<file path="src/rtl/pwmt_pkg.sv">
package pwmt_pkg;

  // Register offsets; software decodes these, so they stay fixed.
  localparam logic [7:0] OFS_PARAM     = 8'h04;
  localparam logic [7:0] OFS_CTRL      = 8'h10;
  localparam logic [7:0] OFS_COUNT     = 8'h14;
  localparam logic [7:0] OFS_PERIOD    = 8'h18;
  localparam logic [7:0] OFS_CH_BASE   = 8'h20;
  localparam int         CH_STRIDE     = 8;
  localparam int         CH_VAL_OFS    = 4;

  typedef enum logic [1:0] {
    CK_OFF  = 2'b00,
    CK_RUN  = 2'b01,
    CK_RSV2 = 2'b10,
    CK_RSV3 = 2'b11
  } clk_mode_e;

  localparam logic [1:0] MODE_EDGE = 2'b10;
  localparam logic [1:0] LVL_HIGH  = 2'b10;
  localparam logic [1:0] LVL_LOW   = 2'b01;

  function automatic logic [7:0] ch_ctl_addr(input int unsigned idx);
    return OFS_CH_BASE + 8'(idx * CH_STRIDE);
  endfunction

  function automatic logic [7:0] ch_val_addr(input int unsigned idx);
    return OFS_CH_BASE + 8'(idx * CH_STRIDE + CH_VAL_OFS);
  endfunction

endpackage

</file>
<file path="src/rtl/pwmt_rst_sync.sv">
module pwmt_rst_sync (
  input  logic clk,
  input  logic rst_ni,
  output logic rst_no
);

  logic [1:0] sync_q;

  always_ff @(posedge clk or negedge rst_ni) begin
    if (!rst_ni) sync_q <= 2'b00;
    else         sync_q <= {sync_q[0], 1'b1};
  end

  assign rst_no = sync_q[1];

endmodule

</file>
<file path="src/rtl/pwmt_timebase.sv">
module pwmt_timebase #(
  parameter int CNT_W = 16,
  parameter int PS_W  = 3
) (
  input  logic             clk,
  input  logic             rst_ni,
  input  logic             run_i,
  input  logic [PS_W-1:0]  ps_i,
  input  logic             cnt_clr_i,
  input  logic             per_we_i,
  input  logic [CNT_W-1:0] per_wdata_i,
  output logic [CNT_W-1:0] count_o,
  output logic [CNT_W-1:0] period_o,
  output logic             tick_o,
  output logic             reload_o,
  output logic [CNT_W-1:0] next_cnt_o
);

  localparam int PC_W = (1 << PS_W) - 1;

  logic [PC_W-1:0]  pre_q, pre_d, pre_lim;
  logic             pre_en;
  logic [CNT_W-1:0] cnt_q, cnt_d;
  logic             cnt_en;
  logic [CNT_W-1:0] per_buf_q, per_buf_d, per_act_q, per_act_d;
  logic             per_buf_en, per_act_en;

  always_comb begin
    pre_lim    = PC_W'((1 << ps_i) - 1);
    tick_o     = run_i && (pre_q >= pre_lim);
    reload_o   = tick_o && (cnt_q == per_act_q);
    next_cnt_o = reload_o ? '0 : cnt_q + 1'b1;
  end

  // next state
  always_comb begin
    pre_en = run_i || (pre_q != '0) || cnt_clr_i;
    if (!run_i || tick_o || cnt_clr_i) pre_d = '0;
    else                               pre_d = pre_q + 1'b1;

    cnt_en = cnt_clr_i || tick_o;
    cnt_d  = cnt_clr_i ? '0 : next_cnt_o;

    per_buf_en = per_we_i;
    per_buf_d  = per_wdata_i;

    per_act_en = !run_i || reload_o;
    if (!run_i) per_act_d = per_we_i ? per_wdata_i : per_buf_q;
    else        per_act_d = per_buf_q;
  end

  // registers
  always_ff @(posedge clk or negedge rst_ni) begin
    if (!rst_ni) begin
      pre_q     <= '0;
      cnt_q     <= '0;
      per_buf_q <= '1;
      per_act_q <= '1;
    end else begin
      if (pre_en)     pre_q     <= pre_d;
      if (cnt_en)     cnt_q     <= cnt_d;
      if (per_buf_en) per_buf_q <= per_buf_d;
      if (per_act_en) per_act_q <= per_act_d;
    end
  end

  assign count_o  = cnt_q;
  assign period_o = per_buf_q;

  a_r4_wrap_to_zero: assert property (@(posedge clk) disable iff (!rst_ni)
    reload_o |=> (count_o == '0));

  a_r4_step_by_one: assert property (@(posedge clk) disable iff (!rst_ni)
    (tick_o && !reload_o && !cnt_clr_i) |=> (count_o == CNT_W'($past(count_o) + 1'b1)));

  a_r3_hold_when_off: assert property (@(posedge clk) disable iff (!rst_ni)
    (!run_i && !cnt_clr_i) |=> $stable(count_o));

  a_r5_period_direct: assert property (@(posedge clk) disable iff (!rst_ni)
    (!run_i && per_we_i) |=> (per_act_q == $past(per_wdata_i)));

  a_r6_period_held: assert property (@(posedge clk) disable iff (!rst_ni)
    (run_i && !reload_o) |=> $stable(per_act_q));

endmodule

</file>
<file path="src/rtl/pwmt_channel.sv">
module pwmt_channel
  import pwmt_pkg::*;
#(
  parameter int CNT_W = 16
) (
  input  logic             clk,
  input  logic             rst_ni,
  input  logic             run_i,
  input  logic             tick_i,
  input  logic             reload_i,
  input  logic [CNT_W-1:0] next_cnt_i,
  input  logic             edge_ok_i,
  input  logic             ctl_we_i,
  input  logic             val_we_i,
  input  logic [CNT_W-1:0] wdata_i,
  output logic [7:0]       ctl_o,
  output logic [CNT_W-1:0] val_o,
  output logic             pwm_o
);

  logic [1:0]       mode_q, lvl_q;
  logic             flag_q, flag_d, flag_en;
  logic [CNT_W-1:0] val_buf_q, val_act_q, val_act_d;
  logic             val_act_en;
  logic             phase_q, phase_d, phase_en;
  logic             hit, active;

  assign hit = tick_i && (next_cnt_i == val_act_q);

  // next state
  always_comb begin
    flag_en = hit || (ctl_we_i && wdata_i[7]);
    flag_d  = hit;

    val_act_en = !run_i || reload_i;
    if (!run_i) val_act_d = val_we_i ? wdata_i : val_buf_q;
    else        val_act_d = val_buf_q;

    phase_en = !run_i || hit || (tick_i && next_cnt_i == '0);
    if (!run_i)   phase_d = 1'b1;
    else if (hit) phase_d = 1'b0;
    else          phase_d = 1'b1;
  end

  // registers
  always_ff @(posedge clk or negedge rst_ni) begin
    if (!rst_ni) begin
      mode_q    <= '0;
      lvl_q     <= '0;
      flag_q    <= 1'b0;
      val_buf_q <= '0;
      val_act_q <= '0;
      phase_q   <= 1'b1;
    end else begin
      if (ctl_we_i) begin
        mode_q <= wdata_i[5:4];
        lvl_q  <= wdata_i[3:2];
      end
      if (flag_en)    flag_q    <= flag_d;
      if (val_we_i)   val_buf_q <= wdata_i;
      if (val_act_en) val_act_q <= val_act_d;
      if (phase_en)   phase_q   <= phase_d;
    end
  end

  assign active = edge_ok_i && (mode_q == MODE_EDGE) &&
                  ((lvl_q == LVL_HIGH) || (lvl_q == LVL_LOW));
  assign pwm_o  = active && ((lvl_q == LVL_HIGH) ? phase_q : !phase_q);
  assign ctl_o  = {flag_q, 1'b0, mode_q, lvl_q, 2'b00};
  assign val_o  = val_buf_q;

  a_r11_flag_on_hit: assert property (@(posedge clk) disable iff (!rst_ni)
    hit |=> flag_q);

  a_r11_flag_sticky: assert property (@(posedge clk) disable iff (!rst_ni)
    (flag_q && !(ctl_we_i && wdata_i[7])) |=> flag_q);

  a_r10_pause_asserted: assert property (@(posedge clk) disable iff (!rst_ni)
    !run_i |=> phase_q);

  a_r8_hit_deasserts: assert property (@(posedge clk) disable iff (!rst_ni)
    (run_i && hit) |=> !phase_q);

  a_r6_compare_held: assert property (@(posedge clk) disable iff (!rst_ni)
    (run_i && !reload_i) |=> $stable(val_act_q));

endmodule

</file>
<file path="src/rtl/pwm_timer_bank.sv">
module pwm_timer_bank
  import pwmt_pkg::*;
#(
  parameter int NUM_CH = 4,
  parameter int CNT_W  = 16,
  parameter int PS_W   = 3,
  parameter int ADDR_W = 8
) (
  input  logic              clk,
  input  logic              rst_n,
  input  logic [ADDR_W-1:0] bus_addr,
  input  logic              bus_we,
  input  logic [CNT_W-1:0]  bus_wdata,
  output logic [CNT_W-1:0]  bus_rdata,
  output logic [NUM_CH-1:0] pwm_out
);

  logic             rst_i;
  logic [PS_W-1:0]  ps_q;
  clk_mode_e        ck_q;
  logic             ctr_q;
  logic             ctrl_we, cnt_clr, per_we, run;
  logic [CNT_W-1:0] count, period, next_cnt;
  logic             tick, reload;

  logic [NUM_CH-1:0] ctl_we, val_we;
  logic [7:0]        ctl_rd [NUM_CH];
  logic [CNT_W-1:0]  val_rd [NUM_CH];

  pwmt_rst_sync u_rst (
    .clk    (clk),
    .rst_ni (rst_n),
    .rst_no (rst_i)
  );

  assign ctrl_we = bus_we && (bus_addr == ADDR_W'(OFS_CTRL));
  assign cnt_clr = bus_we && (bus_addr == ADDR_W'(OFS_COUNT));
  assign per_we  = bus_we && (bus_addr == ADDR_W'(OFS_PERIOD));
  assign run     = (ck_q == CK_RUN);

  always_ff @(posedge clk or negedge rst_i) begin
    if (!rst_i) begin
      ps_q  <= '0;
      ck_q  <= CK_OFF;
      ctr_q <= 1'b0;
    end else if (ctrl_we) begin
      ps_q  <= bus_wdata[PS_W-1:0];
      ck_q  <= clk_mode_e'(bus_wdata[4:3]);
      ctr_q <= bus_wdata[5];
    end
  end

  pwmt_timebase #(.CNT_W(CNT_W), .PS_W(PS_W)) u_tb (
    .clk         (clk),
    .rst_ni      (rst_i),
    .run_i       (run),
    .ps_i        (ps_q),
    .cnt_clr_i   (cnt_clr),
    .per_we_i    (per_we),
    .per_wdata_i (bus_wdata),
    .count_o     (count),
    .period_o    (period),
    .tick_o      (tick),
    .reload_o    (reload),
    .next_cnt_o  (next_cnt)
  );

  for (genvar c = 0; c < NUM_CH; c++) begin : g_ch
    assign ctl_we[c] = bus_we && (bus_addr == ADDR_W'(ch_ctl_addr(c)));
    assign val_we[c] = bus_we && (bus_addr == ADDR_W'(ch_val_addr(c)));

    pwmt_channel #(.CNT_W(CNT_W)) u_ch (
      .clk        (clk),
      .rst_ni     (rst_i),
      .run_i      (run),
      .tick_i     (tick),
      .reload_i   (reload),
      .next_cnt_i (next_cnt),
      .edge_ok_i  (!ctr_q),
      .ctl_we_i   (ctl_we[c]),
      .val_we_i   (val_we[c]),
      .wdata_i    (bus_wdata),
      .ctl_o      (ctl_rd[c]),
      .val_o      (val_rd[c]),
      .pwm_o      (pwm_out[c])
    );
  end

  // read decode
  always_comb begin
    bus_rdata = '0;
    if (bus_addr == ADDR_W'(OFS_PARAM))  bus_rdata = CNT_W'(NUM_CH);
    if (bus_addr == ADDR_W'(OFS_CTRL))   bus_rdata = CNT_W'({ctr_q, ck_q, ps_q});
    if (bus_addr == ADDR_W'(OFS_COUNT))  bus_rdata = count;
    if (bus_addr == ADDR_W'(OFS_PERIOD)) bus_rdata = period;
    for (int c = 0; c < NUM_CH; c++) begin
      if (bus_addr == ADDR_W'(ch_ctl_addr(c))) bus_rdata = CNT_W'(ctl_rd[c]);
      if (bus_addr == ADDR_W'(ch_val_addr(c))) bus_rdata = val_rd[c];
    end
  end

  a_r9_centre_mute: assert property (@(posedge clk) disable iff (!rst_i)
    ctr_q |-> (pwm_out == '0));

  a_r3_single_write: assert property (@(posedge clk) disable iff (!rst_i)
    $countones({ctrl_we, cnt_clr, per_we, ctl_we, val_we}) <= 1);

endmodule

</file>
<file path="config.mk">
export PLATFORM = sky130hd
export DESIGN_NAME = pwm_timer_bank
export DESIGN_NICKNAME = d
export VERILOG_FILES = /design/src/rtl/pwmt_pkg.sv /design/src/rtl/pwmt_rst_sync.sv /design/src/rtl/pwmt_timebase.sv /design/src/rtl/pwmt_channel.sv /design/src/rtl/pwm_timer_bank.sv
export SDC_FILE = /design/constraint.sdc
export NUM_CORES = 1
export LEC_CHECK = 0
export ABC_AREA = 1
export BUFFER_PORTS_ARGS = -buffer_cell sky130_fd_sc_hd__buf_2
export CAP_MARGIN = 10
export CORE_MARGIN = 5
export CORE_UTILIZATION = 34
export CTS_CLUSTER_DIAMETER = 120
export DETAILED_ROUTE_END_ITERATION = 10
export PLACE_DENSITY = 0.51
export SYNTH_ARGS = -nofsm -noshare
export SYNTH_HDL_FRONTEND = slang
export SYNTH_SLANG_ARGS = --single-unit
export TNS_END_PERCENT = 50
</file>
<file path="constraint.sdc">
create_clock -name clk -period 18.9 [get_ports clk]
set_clock_uncertainty 0.2 [all_clocks]
set_input_delay 1.89 -clock clk [delete_from_list [all_inputs] [get_ports clk]]
set_output_delay 1.89 -clock clk [all_outputs]
set_load 0.01 [all_outputs]
</file>
* Word level (Yosys, flattened, before mapping) *
Index checks and enable logic that the tools add are counted.

storage, ports and cells
  register bits = 215
  input port bits = 27
  word-level logic and storage cells = 168

operators by class
  $add $sub $neg = 3
  magnitude comparators = 1
  equal/unequal tests = 30
  shift operators = 1
  mux-type cells = 37
  reduce and logical (&&, ||, !) cells = 64

operators by type and width
  operator                                           count
  two-way mux 16 bit                                 23
  == test 16 bit                                     5
  == test 8 x 6 -> 1 bit (second input constant)     8
  logical AND 1 bit                                  34
  == test 8 x 5 -> 1 bit (second input constant)     3
  logical OR 1 bit                                   22
  adder 16 x 1 -> 16 bit (second input constant)     1
  == test 2 bit (second input constant)              8
  logical NOT 16 bit                                 1
  two-way mux 1 bit                                  12
  == test 2 x 1 -> 1 bit (second input constant)     5
  == test 8 x 3 -> 1 bit (second input constant)     1
  adder 7 x 1 -> 7 bit (second input constant)       1
  >= comparator 7 bit                                1
  two-way mux 7 bit                                  1
  nonzero test 7 bit                                 1
  << shifter 1 x 3 -> 7 bit (first input constant)   1
  subtractor 7 x 2 -> 7 bit (second input constant)  1
  logical NOT 1 bit                                  6
  two-way mux 3 bit                                  1

* Longest topological paths before layout *
  depth after elaboration = 13
  mapped depth = 20
  depth with buffers taken out = 19

* Hierarchy *
A second synthesis with hierarchy kept.

second synthesis, totals
  cells, all modules = 1865
  area, all modules = 13256.5 µm²

modules (own cells, without submodules)
  module          instances  cells an instance  area an instance (µm²)  seq. area each (µm²)
  pwmt_channel    4          269                2059.5                  952.2
  pwmt_timebase   1          494                3425.8                  1416.4
  pwm_timer_bank  1          292                1539.0                  150.1
  pwmt_rst_sync   1          3                  53.8                    50.0

* Worst setup path after synthesis *
OpenSTA, ideal clock, no wires.

  path kind = input to output
  start point = in bus_addr[7]
  end point = out bus_rdata[1]
  data arrival time = 3.036 ns
  required time = 16.810 ns
  setup slack = 13.774 ns
  cell stages on the path = 8
  path buffers = 1
  cells stage by stage = nor2_1 nand3_1 nor2_1 inv_1 clkbuf_1 o221ai_1 a21oi_1 o2111ai_1

on the way
  word-level cells in the longest chain between the ends = 12
  elaborated cells on any way between the ends = 22
  classes of those cells = 11 x eq/ne; 11 x mux

ends and longest elaborated chain
  element                 RTL line              source
  start, declared         pwm_timer_bank.sv:11  input logic [ADDR_W-1:0] bus_addr,
  == test 8 x 5 -> 1 bit  pwm_timer_bank.sv:93  if (bus_addr == ADDR_W'(OFS_CTRL)) bus_rdata = CNT_W'({ctr_q, ck_q, ps_q});
  two-way mux 16 bit      pwm_timer_bank.sv:93
  two-way mux 16 bit      pwm_timer_bank.sv:94  if (bus_addr == ADDR_W'(OFS_COUNT)) bus_rdata = count;
  two-way mux 16 bit      pwm_timer_bank.sv:95  if (bus_addr == ADDR_W'(OFS_PERIOD)) bus_rdata = period;
  two-way mux 16 bit      pwm_timer_bank.sv:97  if (bus_addr == ADDR_W'(ch_ctl_addr(c))) bus_rdata = CNT_W'(ctl_rd[c]);
  two-way mux 16 bit      pwm_timer_bank.sv:98  if (bus_addr == ADDR_W'(ch_val_addr(c))) bus_rdata = val_rd[c];
  two-way mux 16 bit      pwm_timer_bank.sv:97
  two-way mux 16 bit      pwm_timer_bank.sv:98
  two-way mux 16 bit      pwm_timer_bank.sv:97
  two-way mux 16 bit      pwm_timer_bank.sv:98
  two-way mux 16 bit      pwm_timer_bank.sv:97
  two-way mux 16 bit *    pwm_timer_bank.sv:98
  end, declared           pwm_timer_bank.sv:14  output logic [CNT_W-1:0] bus_rdata,

Mark *: on every way between the ends. The rest lies on a longest branch, timed or not.

* Final worst setup path *
  start point = in bus_addr[7]
  end point = out bus_rdata[2]

on the way
  word-level cells in the longest chain between the ends = 13
  elaborated cells on any way between the ends = 24
  classes of those cells = 12 x eq/ne; 12 x mux

ends and longest elaborated chain
  element                 RTL line              source
  == test 8 x 3 -> 1 bit  pwm_timer_bank.sv:92  if (bus_addr == ADDR_W'(OFS_PARAM)) bus_rdata = CNT_W'(NUM_CH);
  two-way mux 3 bit       pwm_timer_bank.sv:92
  two-way mux 16 bit      pwm_timer_bank.sv:93
  two-way mux 16 bit      pwm_timer_bank.sv:94
  two-way mux 16 bit      pwm_timer_bank.sv:95
  two-way mux 16 bit      pwm_timer_bank.sv:97
  two-way mux 16 bit      pwm_timer_bank.sv:98
  two-way mux 16 bit      pwm_timer_bank.sv:97
  two-way mux 16 bit      pwm_timer_bank.sv:98
  two-way mux 16 bit      pwm_timer_bank.sv:97
  two-way mux 16 bit      pwm_timer_bank.sv:98
  two-way mux 16 bit      pwm_timer_bank.sv:97
  two-way mux 16 bit *    pwm_timer_bank.sv:98

Marked as above.

==> flow_metrics.env <==
export IMPL_status="completed"
export IMPL_drv_cap=0
export IMPL_ir_drop_mv=0.0517
export IMPL_critPathCaptureType="output port"
export IMPL_syn_area_sq_mm=0.0115
export IMPL_dr_total_vias=10200
export IMPL_yosys_register_bits=215
export IMPL_rows=67
export IMPL_start_util=0.344
export IMPL_area_growth_pct=13.3
export IMPL_cts_max_level=1
export IMPL_dr_pass1_iters=5
export IMPL_synth_avg_cell_area_sq_um=7.85
export IMPL_cts_sinks=215
export IMPL_ys_warnings_count=0
export IMPL_synth_simple_area_share=0.241
export IMPL_utilization=0.390
export IMPL_fmaxAchievable_ghz=0.163
export IMPL_nets=1527
export IMPL_setup_slack_ps=12770
export IMPL_viasPerCell=5.22
export IMPL_drc=0
export IMPL_crit_family="simple AND/OR/NAND/NOR gates"
export IMPL_layout_commonest_cell="nand2_1"
export IMPL_grt_max_degree=82
export IMPL_post_cts_setup_buffers=0
export IMPL_rsz0062_at_grt="false"
export IMPL_power_density_mw_per_mm2=91.3
export IMPL_synth_edf_count=0
export IMPL_detail_route_wl_per_cell_um=20.0
export IMPL_first_global_vias=10200
export IMPL_synth_compound_area_frac=0.150
export IMPL_fill_cells=3419
export IMPL_slew_headroom=0.260
export IMPL_yosys_area_share_adder=0.0152
export IMPL_ys_flop_type="dfrtp_1"
export IMPL_path_clk_slew_ps=60
export IMPL_drt_wl_total_um=39100
export IMPL_cts_tree="yes"
export IMPL_required_ps=16810
export IMPL_num_antenna_cells=0
export IMPL_synth_cell_type_count=38
export IMPL_leakage_nw=6.42
export IMPL_async_flop_share=1.00
export IMPL_cts_repair_resized=0
export IMPL_hold_path_class="flip-flop to flip-flop"
export IMPL_synth_seq_area_share=0.471
export IMPL_cts_buffer_depth=3
export IMPL_synth_xor_area_frac=0.0319
export IMPL_worstSetupStartpointType="input pin"
export IMPL_crit_top_cell="nor2_1"
export IMPL_worstPathArrival_ps=4040
export IMPL_power_mw=1.19
export IMPL_min_period_over_period=0.324
export IMPL_drive_gt1_frac=0.111
export IMPL_die_area_sq_mm=0.0376
export IMPL_slew_violations=0
export IMPL_finalHoldWorstSlack_ps=150
export IMPL_setup_viol=0
export IMPL_syn_num_nets=1508
export IMPL_synth_top_family_by_area="simple AND/OR/NAND/NOR gates"
export IMPL_crit_chain="buf_2 > nor2_1 > nand3_1 > nor2_1 > inv_1 > o2111ai_1 > a21oi_1 > nand4_1 > nor2_1 > nand3_1 > buf_2"
export IMPL_layout_common_cells="nand2_1, inv_1, dfrtp_1"
export IMPL_fin_crit_ps=6130
export IMPL_num_io_pins=47
export IMPL_grt_ovfl_total=0
export IMPL_max_stage_delay_ps=440
export IMPL_die_x_um=194
export IMPL_grt_first_pass_wirelength_um=61200
export IMPL_place_congestion=0.878
export IMPL_dieHeight_um=194
export IMPL_cts_hold_buffers=0
export IMPL_clock_latency_ps=550
export IMPL_antenna_found_initial=0
export IMPL_finalHoldViolCount=0
export IMPL_portBuffers=46
export IMPL_timing_critical_path_buf_inv=3
export IMPL_multi_input_area_sq_mm=0.00507
export IMPL_worst_pin_slew_ps=1110
export IMPL_synthCells=1467
export IMPL_muxShareOfSynthArea=0.000978
export IMPL_pre_cts_ws_ps=12810
export IMPL_path_class="input pin to output port"
export IMPL_grt_util_all_layers=0.204
export IMPL_slowest_stage="nor2_1"
export IMPL_tns_ps=0
export IMPL_hpwl_um=26400
export IMPL_seq_area_sq_mm=0.00543
export IMPL_drt_iter0_markers=789
export IMPL_critical_path_max_fanout=11
export IMPL_core_area_sq_mm=0.0334
export IMPL_antenna_left=0
export IMPL_clock_tree_root_cell="clkbuf_16"
export IMPL_cts_made_buffers=27
per-layer routing:
layer,GRT usage,up-vias,routed length [um]
met3,0.0292,67,2140
met4,0.0628,0,1300
li1,-,4877,-
met2,0.318,275,17600
met5,0,-,0
met1,0.293,4982,18100
registers in the layout (all words and copies together), names as in the netlist, 7 cells and up:
signal               count
u_tb.count_o            16
u_tb.per_act_q          16
g_ch.u_ch.lvl_q          8
g_ch.u_ch.mode_q         8
u_tb.pre_q               7
g_ch.u_ch.val_act_q     64
g_ch.u_ch.val_o         64
u_tb.period_o           16
final timing paths:
| check | from | to | slack (ps) | depth (start not counted) |
|---|---|---|---|---|
| setup reg to reg | ps_q[1]$_DFFE_PN0P_ | g_ch[1].u_ch.phase_q$_DFFE_PN1P_ | 13540 | 20 |
| min in group asynchronous | u_rst.sync_q[1]$_DFF_PN0_ | g_ch[2].u_ch.val_o[13]$_DFF_PN0_ | 270 | 0 |
| hold reg to reg | u_rst.sync_q[0]$_DFF_PN0_ | u_rst.sync_q[1]$_DFF_PN0_ | 150 | 0 |
| max in group asynchronous | u_rst.sync_q[1]$_DFF_PN0_ | g_ch[3].u_ch.val_o[3]$_DFF_PN0_ | 16670 | 1 |
| setup / recovery | bus_addr[7] | bus_rdata[2] | 12770 | 11 |
| hold / removal | u_rst.sync_q[0]$_DFF_PN0_ | u_rst.sync_q[1]$_DFF_PN0_ | 150 | 0 |
power by group:
group | switching [mW] | internal, mW
combinational | 0.0834 | 0.0407
clock | 0.209 | 0.346
sequential | 0.0223 | 0.491
cell usage after synthesis, types with 8 or more instances:
library cell	n	area, sq um
o221ai_1	39	342
xor2_1	34	298
nand2_1	354	1330
nor2_1	143	537
a21oi_1	79	395
dfrtp_1	179	4480
ha_1	14	175
o21ai_0	74	370
dfstp_2	36	946
buf_2	20	100
o22ai_1	24	150
o2111ai_1	18	158
nand4_1	11	68.8
inv_2	8	30.0
inv_1	180	676
nand3_1	114	571
o211ai_1	34	255
xnor2_1	8	70.1
nand2_2	15	93.8
clkbuf_1	39	146
layout make-up:
type	instances	area share
sequential	215	0.416
multi-input combinational	995	0.388
clock buffer	43	0.0618
inverter	189	0.0544
tap	448	0.0430
timing repair buffer	58	0.0255
clock inverter	7	0.0109
logic make-up after synthesis:
| group | Yosys count |
|---|---|
| adders and majority gates | 14 |
| xor gates and xnor gates | 42 |
| buffers and inverters | 257 |
| AOI/OAI and AO/OA | 276 |
| muxes | 1 |
| DFF | 215 |
| other | 1 |
| and+or+nand+nor | 661 |
per-stage QoR:
stage,instance area (sq um),cells
floorplan,11500,1467
global placement,12100,1904
detailed placement,12100,1904
CTS,13000,1954
global route,13000,1955
finish,13000,1955
No activity file was read; power rests on OpenSTA's default activity.
